**src/rtl/sfa_pkg.sv**
```systemverilog
package sfa_pkg;
  // Words of the memory port needed to hold one line, rounded up.
  function automatic int unsigned words_per_line(int unsigned width_px, int unsigned bpp,
                                                 int unsigned word_bits);
    return (width_px * bpp + word_bits - 1) / word_bits;
  endfunction
endpackage

```
**src/rtl/sfa_walker.sv**
```systemverilog
module sfa_walker #(
  parameter int ADDR_W = 32,
  parameter int DATA_W = 128,
  parameter int WID_W  = 12,
  parameter int BPP_W  = 6,
  parameter int LINE_W = 12,
  parameter int REP_W  = 3
) (
  input  logic              clk,
  input  logic              rst_n,
  input  logic              start,
  input  logic              advance,
  input  logic [ADDR_W-1:0] cfg_base,
  input  logic [WID_W-1:0]  cfg_width,
  input  logic [BPP_W-1:0]  cfg_bpp,
  input  logic [LINE_W-1:0] cfg_lines,
  input  logic [REP_W-1:0]  cfg_rep,
  output logic              busy,
  output logic [ADDR_W-1:0] addr
);
  localparam int SHIFT = $clog2(DATA_W / 8);
  localparam int WPL_W = WID_W + BPP_W + 1;

  logic [WPL_W-1:0]  wpl_calc, wpl_q, word_q;
  logic [REP_W-1:0]  rep_q, rep_lim_q;
  logic [LINE_W-1:0] line_q, line_lim_q;
  logic [ADDR_W-1:0] line_base_q, stride_q;
  logic              last_word, last_rep, last_line;

  assign wpl_calc  = WPL_W'(sfa_pkg::words_per_line(32'(cfg_width), 32'(cfg_bpp), DATA_W));
  assign last_word = (word_q == wpl_q - WPL_W'(1));
  assign last_rep  = (rep_q == rep_lim_q);
  assign last_line = (line_q == line_lim_q - LINE_W'(1));

  always_ff @(posedge clk) begin
    if (!rst_n) begin
      busy        <= 1'b0;
      addr        <= '0;
      line_base_q <= '0;
      stride_q    <= '0;
      wpl_q       <= '0;
      word_q      <= '0;
      rep_q       <= '0;
      rep_lim_q   <= '0;
      line_q      <= '0;
      line_lim_q  <= '0;
    end else if (start) begin
      busy        <= (cfg_lines != '0) && (wpl_calc != '0);
      addr        <= cfg_base;
      line_base_q <= cfg_base;
      stride_q    <= ADDR_W'(wpl_calc) << SHIFT;
      wpl_q       <= wpl_calc;
      word_q      <= '0;
      rep_q       <= '0;
      rep_lim_q   <= cfg_rep;
      line_q      <= '0;
      line_lim_q  <= cfg_lines;
    end else if (advance && busy) begin
      if (!last_word) begin
        word_q <= word_q + WPL_W'(1);
        addr   <= addr + ADDR_W'(DATA_W / 8);
      end else begin
        word_q <= '0;
        if (!last_rep) begin
          rep_q <= rep_q + REP_W'(1);
          addr  <= line_base_q;
        end else begin
          rep_q <= '0;
          if (last_line) begin
            busy <= 1'b0;
          end else begin
            line_q      <= line_q + LINE_W'(1);
            line_base_q <= line_base_q + stride_q;
            addr        <= line_base_q + stride_q;
          end
        end
      end
    end
  end
endmodule

```
**src/rtl/sfa_fifo.sv**
```systemverilog
module sfa_fifo #(
  parameter int WIDTH = 128,
  parameter int DEPTH = 32,
  localparam int PTR_W = $clog2(DEPTH),
  localparam int CNT_W = $clog2(DEPTH + 1)
) (
  input  logic             clk,
  input  logic             rst_n,
  input  logic             flush,
  input  logic             wr_en,
  input  logic [WIDTH-1:0] wr_data,
  input  logic             rd_en,
  output logic [WIDTH-1:0] rd_data,
  output logic [CNT_W-1:0] count,
  output logic             empty
);
  logic [WIDTH-1:0] mem [DEPTH];
  logic [PTR_W-1:0] wr_ptr, rd_ptr;

  assign rd_data = mem[rd_ptr];
  assign empty   = (count == '0);

  always_ff @(posedge clk) begin
    if (wr_en && !flush) mem[wr_ptr] <= wr_data;
  end

  always_ff @(posedge clk) begin
    if (!rst_n || flush) begin
      wr_ptr <= '0;
      rd_ptr <= '0;
      count  <= '0;
    end else begin
      if (wr_en) wr_ptr <= wr_ptr + PTR_W'(1);
      if (rd_en) rd_ptr <= rd_ptr + PTR_W'(1);
      case ({wr_en, rd_en})
        2'b10:   count <= count + CNT_W'(1);
        2'b01:   count <= count - CNT_W'(1);
        default: count <= count;
      endcase
    end
  end
endmodule

```
**src/rtl/sfa_credit.sv**
```systemverilog
module sfa_credit #(
  parameter int DEPTH = 32,
  localparam int CNT_W = $clog2(DEPTH + 1)
) (
  input  logic             clk,
  input  logic             rst_n,
  input  logic             issue,
  input  logic             retire,
  input  logic [CNT_W-1:0] fifo_cnt,
  output logic [CNT_W-1:0] outst,
  output logic             can_issue
);
  logic [CNT_W:0] committed;

  assign committed = {1'b0, fifo_cnt} + {1'b0, outst};
  assign can_issue = committed < (CNT_W + 1)'(DEPTH);

  always_ff @(posedge clk) begin
    if (!rst_n) begin
      outst <= '0;
    end else begin
      case ({issue, retire})
        2'b10:   outst <= outst + CNT_W'(1);
        2'b01:   outst <= outst - CNT_W'(1);
        default: outst <= outst;
      endcase
    end
  end
endmodule

```
**src/rtl/scanout_fetch.sv**
```systemverilog
module scanout_fetch #(
  parameter int ADDR_W = 32,
  parameter int DATA_W = 128,
  parameter int WID_W  = 12,
  parameter int BPP_W  = 6,
  parameter int LINE_W = 12,
  parameter int REP_W  = 3,
  parameter int DEPTH  = 32,
  parameter int TAG_W  = 2
) (
  input  logic              clk,
  input  logic              rst_n,
  input  logic [ADDR_W-1:0] cfg_base,
  input  logic [WID_W-1:0]  cfg_width,
  input  logic [BPP_W-1:0]  cfg_bpp,
  input  logic [LINE_W-1:0] cfg_lines,
  input  logic [REP_W-1:0]  cfg_rep,
  input  logic              frame_start,
  output logic              req_valid,
  input  logic              req_ready,
  output logic [ADDR_W-1:0] req_addr,
  output logic [TAG_W-1:0]  req_tag,
  input  logic              rsp_valid,
  input  logic [TAG_W-1:0]  rsp_tag,
  input  logic [DATA_W-1:0] rsp_data,
  output logic              pix_valid,
  input  logic              pix_ready,
  output logic [DATA_W-1:0] pix_data,
  output logic              underflow
);
  localparam int CNT_W = $clog2(DEPTH + 1);

  logic             busy, can_issue, accept, fifo_wr, fifo_rd, fifo_empty;
  logic [CNT_W-1:0] fifo_cnt, outst;
  logic [TAG_W-1:0] frame_tag;

  assign req_valid = busy && can_issue;
  assign accept    = req_valid && req_ready;
  assign req_tag   = frame_tag;
  assign fifo_wr   = rsp_valid && (rsp_tag == frame_tag) && !frame_start;
  assign pix_valid = !fifo_empty;
  assign fifo_rd   = pix_valid && pix_ready && !frame_start;

  sfa_walker #(
    .ADDR_W(ADDR_W), .DATA_W(DATA_W), .WID_W(WID_W),
    .BPP_W(BPP_W), .LINE_W(LINE_W), .REP_W(REP_W)
  ) u_walk (
    .clk       (clk),
    .rst_n     (rst_n),
    .start     (frame_start),
    .advance   (accept),
    .cfg_base  (cfg_base),
    .cfg_width (cfg_width),
    .cfg_bpp   (cfg_bpp),
    .cfg_lines (cfg_lines),
    .cfg_rep   (cfg_rep),
    .busy      (busy),
    .addr      (req_addr)
  );

  sfa_credit #(.DEPTH(DEPTH)) u_credit (
    .clk       (clk),
    .rst_n     (rst_n),
    .issue     (accept),
    .retire    (rsp_valid),
    .fifo_cnt  (fifo_cnt),
    .outst     (outst),
    .can_issue (can_issue)
  );

  sfa_fifo #(.WIDTH(DATA_W), .DEPTH(DEPTH)) u_fifo (
    .clk     (clk),
    .rst_n   (rst_n),
    .flush   (frame_start),
    .wr_en   (fifo_wr),
    .wr_data (rsp_data),
    .rd_en   (fifo_rd),
    .rd_data (pix_data),
    .count   (fifo_cnt),
    .empty   (fifo_empty)
  );

  always_ff @(posedge clk) begin
    if (!rst_n) begin
      frame_tag <= '0;
      underflow <= 1'b0;
    end else if (frame_start) begin
      frame_tag <= frame_tag + TAG_W'(1);
      underflow <= 1'b0;
    end else if (pix_ready && fifo_empty) begin
      underflow <= 1'b1;
    end
  end
endmodule

```
**config.mk**
```make
export PLATFORM = sky130hd
export DESIGN_NAME = scanout_fetch
export DESIGN_NICKNAME = d
export VERILOG_FILES = /design/src/rtl/sfa_pkg.sv /design/src/rtl/sfa_walker.sv /design/src/rtl/sfa_fifo.sv /design/src/rtl/sfa_credit.sv /design/src/rtl/scanout_fetch.sv
export SDC_FILE = /design/constraint.sdc
export NUM_CORES = 2
export LEC_CHECK = 0
export BUFFER_PORTS_ARGS = -buffer_cell sky130_fd_sc_hd__buf_2
export CAP_MARGIN = 20
export CORE_MARGIN = 5
export CORE_UTILIZATION = 41
export CTS_BUF_LIST = sky130_fd_sc_hd__clkbuf_16
export CTS_CLUSTER_SIZE = 14
export DETAILED_ROUTE_END_ITERATION = 7
export PLACE_DENSITY = 0.58
export RECOVER_POWER = 50
export SYNTH_ARGS = -nofsm -noshare
export SYNTH_HDL_FRONTEND = slang
export SYNTH_SLANG_ARGS = --single-unit
```
**constraint.sdc**
```tcl
create_clock -name clk -period 6.9 [get_ports clk]
set_input_delay 0.69 -clock clk [delete_from_list [all_inputs] [get_ports clk]]
set_output_delay 0.69 -clock clk [all_outputs]
set_load 0.02 [all_outputs]
```
==> impl_metrics.tcl <==
set metrics [dict create \
    holdWs_ns 0.117 \
    drv_slew 414 \
    critPathLaunchType "flop" \
    drive_gt1_share_pct 28.5 \
    rsz0062_at_grt "false" \
    p_clk_share_pct 41.9 \
    cts_tree "yes" \
    vdd_drop_max_mv 0.209 \
    clkLatencyLatePin_ns 0.99 \
    report.final.hold_viol_count 0 \
    slew_headroom_pct -142 \
    synth_edf_count 4096 \
    violations "max-capacitance violations, max-slew violations" \
    synth-seq-cells 4259 \
    cts_made_buffers 431 \
    cts_max_level 5 \
    synth_nets 7742 \
    end_kind "flop" \
    mostFrequentLayoutCells "edfxtp_1 (4096), mux4_2 (1280), clkbuf_16 (438)" \
    slowest_delay_ns 2.65 \
    drtIter0Drc 8488 \
    seqPwrFrac_pct 54.4 \
    cap_viol_max_count 15 \
    fin_skew_ns 0.0606 \
    die_x_um 649 \
    combPwrFrac_pct 3.7 \
    slowest_stage "dlymetal6s4s_1" \
    ys.flop_type "edfxtp_1" \
    clock-sinks 4259 \
    core_um2 406000 \
    status "complete, but fails checks" \
    wl_per_cell_um 31.5 \
    nFillCells 33400 \
    antenna_left 0 \
    vias 80700 \
    grt_pass1_wl_um 621000 \
    p_sw_w 0.0110 \
    drc_errors 0 \
    design_power_total_w 0.0525 \
    area_growth_pct 13.8 \
    grt_pass1_vias 82900 \
    internal-power_w 0.0414 \
    critPathKind "reg2reg" \
    fin_cells 13800 \
    max_freq_ghz 0.175 \
    dp_cells 13000 \
    yosys_warnings 0 \
    p_per_area_nw_per_um2 276 \
    multi_input_area_um2 39500 \
    clk_path_buf_depth 4 \
    ys_seq_area_share_pct 75.5 \
    async_flop_share_pct 0 \
    fin_crit_sh_pct 82.9 \
    antenna_found_initial 79 \
    firstDrtPassIters 6 \
    layout_commonest_cell "edfxtp_1" \
    mappedNetlistArea_um2 167000 \
    routed_wl_um 435000 \
    worstPathArrival_ns 6.16 \
    dp_hpwl_um 215000 \
    setup_viol 0 \
    fin_nets 8358 \
    p_leak_nw 57.9 \
    grt_max_degree 118 \
    viasPerCell 5.84 \
    fin_util_pct 46.8 \
    ys_types 75 \
    clkTransAtPathRegs_ns 0.06 \
    cts_root_buf "clkbuf_16" \
    synthesis.instances 7409 \
    post_cts_resized 0 \
    switching_share_pct 21.0 \
    regArea_um2 126000 \
    place_congestion 0.779 \
    required_ns 7.34 \
    grt_overflow_total 0 \
    crit_chain "xnor2_1, and4_1, nand2_1, nor2_1, dlymetal6s4s_1" \
    grtUsageTotal_pct 20.3 \
    die_height_um 649 \
    synth_area_per_cell_um2 22.6 \
    worst_pin_slew_ns 3.63 \
    port-buffer-count 365 \
    initial_core_util_pct 41.2 \
    fp-row-count 234 \
    fin_tns_setup_ns 0 \
    dieArea_um2 421000 \
    crit_fanout 43 \
    min_period_ns 5.72 \
    holdCritPathClass "in2reg" \
    io_pins 366 \
]
==> power by group through the flow <==
stage	registers (W)	logic, W	clock network [W]
final	0.0285	0.00193	0.0220
after global routing	0.0285	0.00216	0.0236
after CTS	0.0285	0.00197	0.0225
after detailed placement	0.0291	0.00194	0
after global placement	0.0290	0.00189	0
after floorplan	0.0290	0.00118	0
==> cell type report <==
cell class                 instances  area share (%)
antenna                           27          0.0355
clock buffer                     438            5.76
clock inverter                   345            1.21
inverter                          57           0.112
multi-input combinational       2716            20.8
sequential                      4259            66.4
tap                             5428            3.57
timing repair buffer             560            2.21
==> timing repair <==
| item | CTS | global route |
|---|---|---|
| buffers inserted | 0 | 0 |
| endpoints found under the setup margin | 0 | 0 |
| hold endpoints to repair | 31 | 0 |
| hold buffers | 27 | 0 |
==> state kept, by name (all words and copies together) (netlist names), named ones only <==
signal	cells
u_walk.line_base_q	32
u_fifo.count	6
u_walk.rep_q	3
u_fifo.rd_ptr	5
underflow	1
u_fifo.mem	4096
u_walk.word_q	19
u_walk.wpl_q	19
u_walk.rep_lim_q	3
req_tag	2
u_walk.line_lim_q	12
u_walk.line_q	12
u_fifo.wr_ptr	5
u_walk.busy	1
u_credit.outst	6
u_walk.addr	32
==> logic make-up after synthesis <==
group | synth area share (%)
buffers and inverters | 0.984
flip-flops | 75.5
AO/OA/AOI/OAI | 1.42
AND/OR/NAND/NOR | 1.85
multiplexers | 18.3
XOR/XNOR | 0.738
adder cells (fa/ha/maj) | 1.18
==> metrics by stage <==
step                worst slack [ns]  area (µm²)
floorplan                     -0.595      167000
global placement               0.511      177000
detailed placement             0.625      177000
CTS                             1.48      191000
global route                    1.01      190000
finish                          1.18      190000
==> cells in the mapped netlist (all sizes together) (71+ instances only) <==
library cell,number,area [µm²]
ha,88,1100
nor2,186,698
a21oi,95,475
and2,73,457
buf,84,332
edfxtp,4096,123000
clkbuf,293,1100
o21ai,86,430
dfxtp,163,3260
nand2,153,574
xnor2,71,622
mux2,131,1480
mux4,1280,28800
==> worst max-delay path, delay by kind of cell (launching register included) <==
kind	cells	cell delay, ns
xor gates and xnor gates	1	0.16
buffers and inverters	1	2.65
DFF	1	0.44
and+or+nand+nor	3	1.83
==> worst paths after layout <==
| path | start | to | slack [ns] | depth (start not counted) |
|---|---|---|---|---|
| setup / recovery | req_tag[0]$_SDFFE_PN0P_ | u_fifo.mem[14][16]$_DFFE_PP_ | 1.18 | 5 |
| hold / removal | cfg_base[19] | u_walk.addr[19]$_SDFFE_PN0P_ | 0.12 | 3 |
| setup reg to reg | req_tag[0]$_SDFFE_PN0P_ | u_fifo.mem[14][16]$_DFFE_PP_ | 1.18 | 5 |
| hold reg to reg | u_walk.rep_q[2]$_SDFFE_PP0P_ | u_walk.rep_q[2]$_SDFFE_PP0P_ | 0.48 | 2 |
==> layer usage <==
| layer | up-vias | GRT usage, % | wire [µm] | part of all wire, % |
|---|---|---|---|---|
| met3 | 643 | 3.33 | 29500 | 6.8 |
| met4 | 26 | 4.30 | 9510 | 2.2 |
| met2 | 3057 | 33.8 | 216000 | 50 |
| met1 | 44300 | 28.4 | 181000 | 42 |
| li1 | 32700 | - | - | - |
| met5 | - | 0 | 167 | 0.038 |
(Power assumes the default switching activity.)
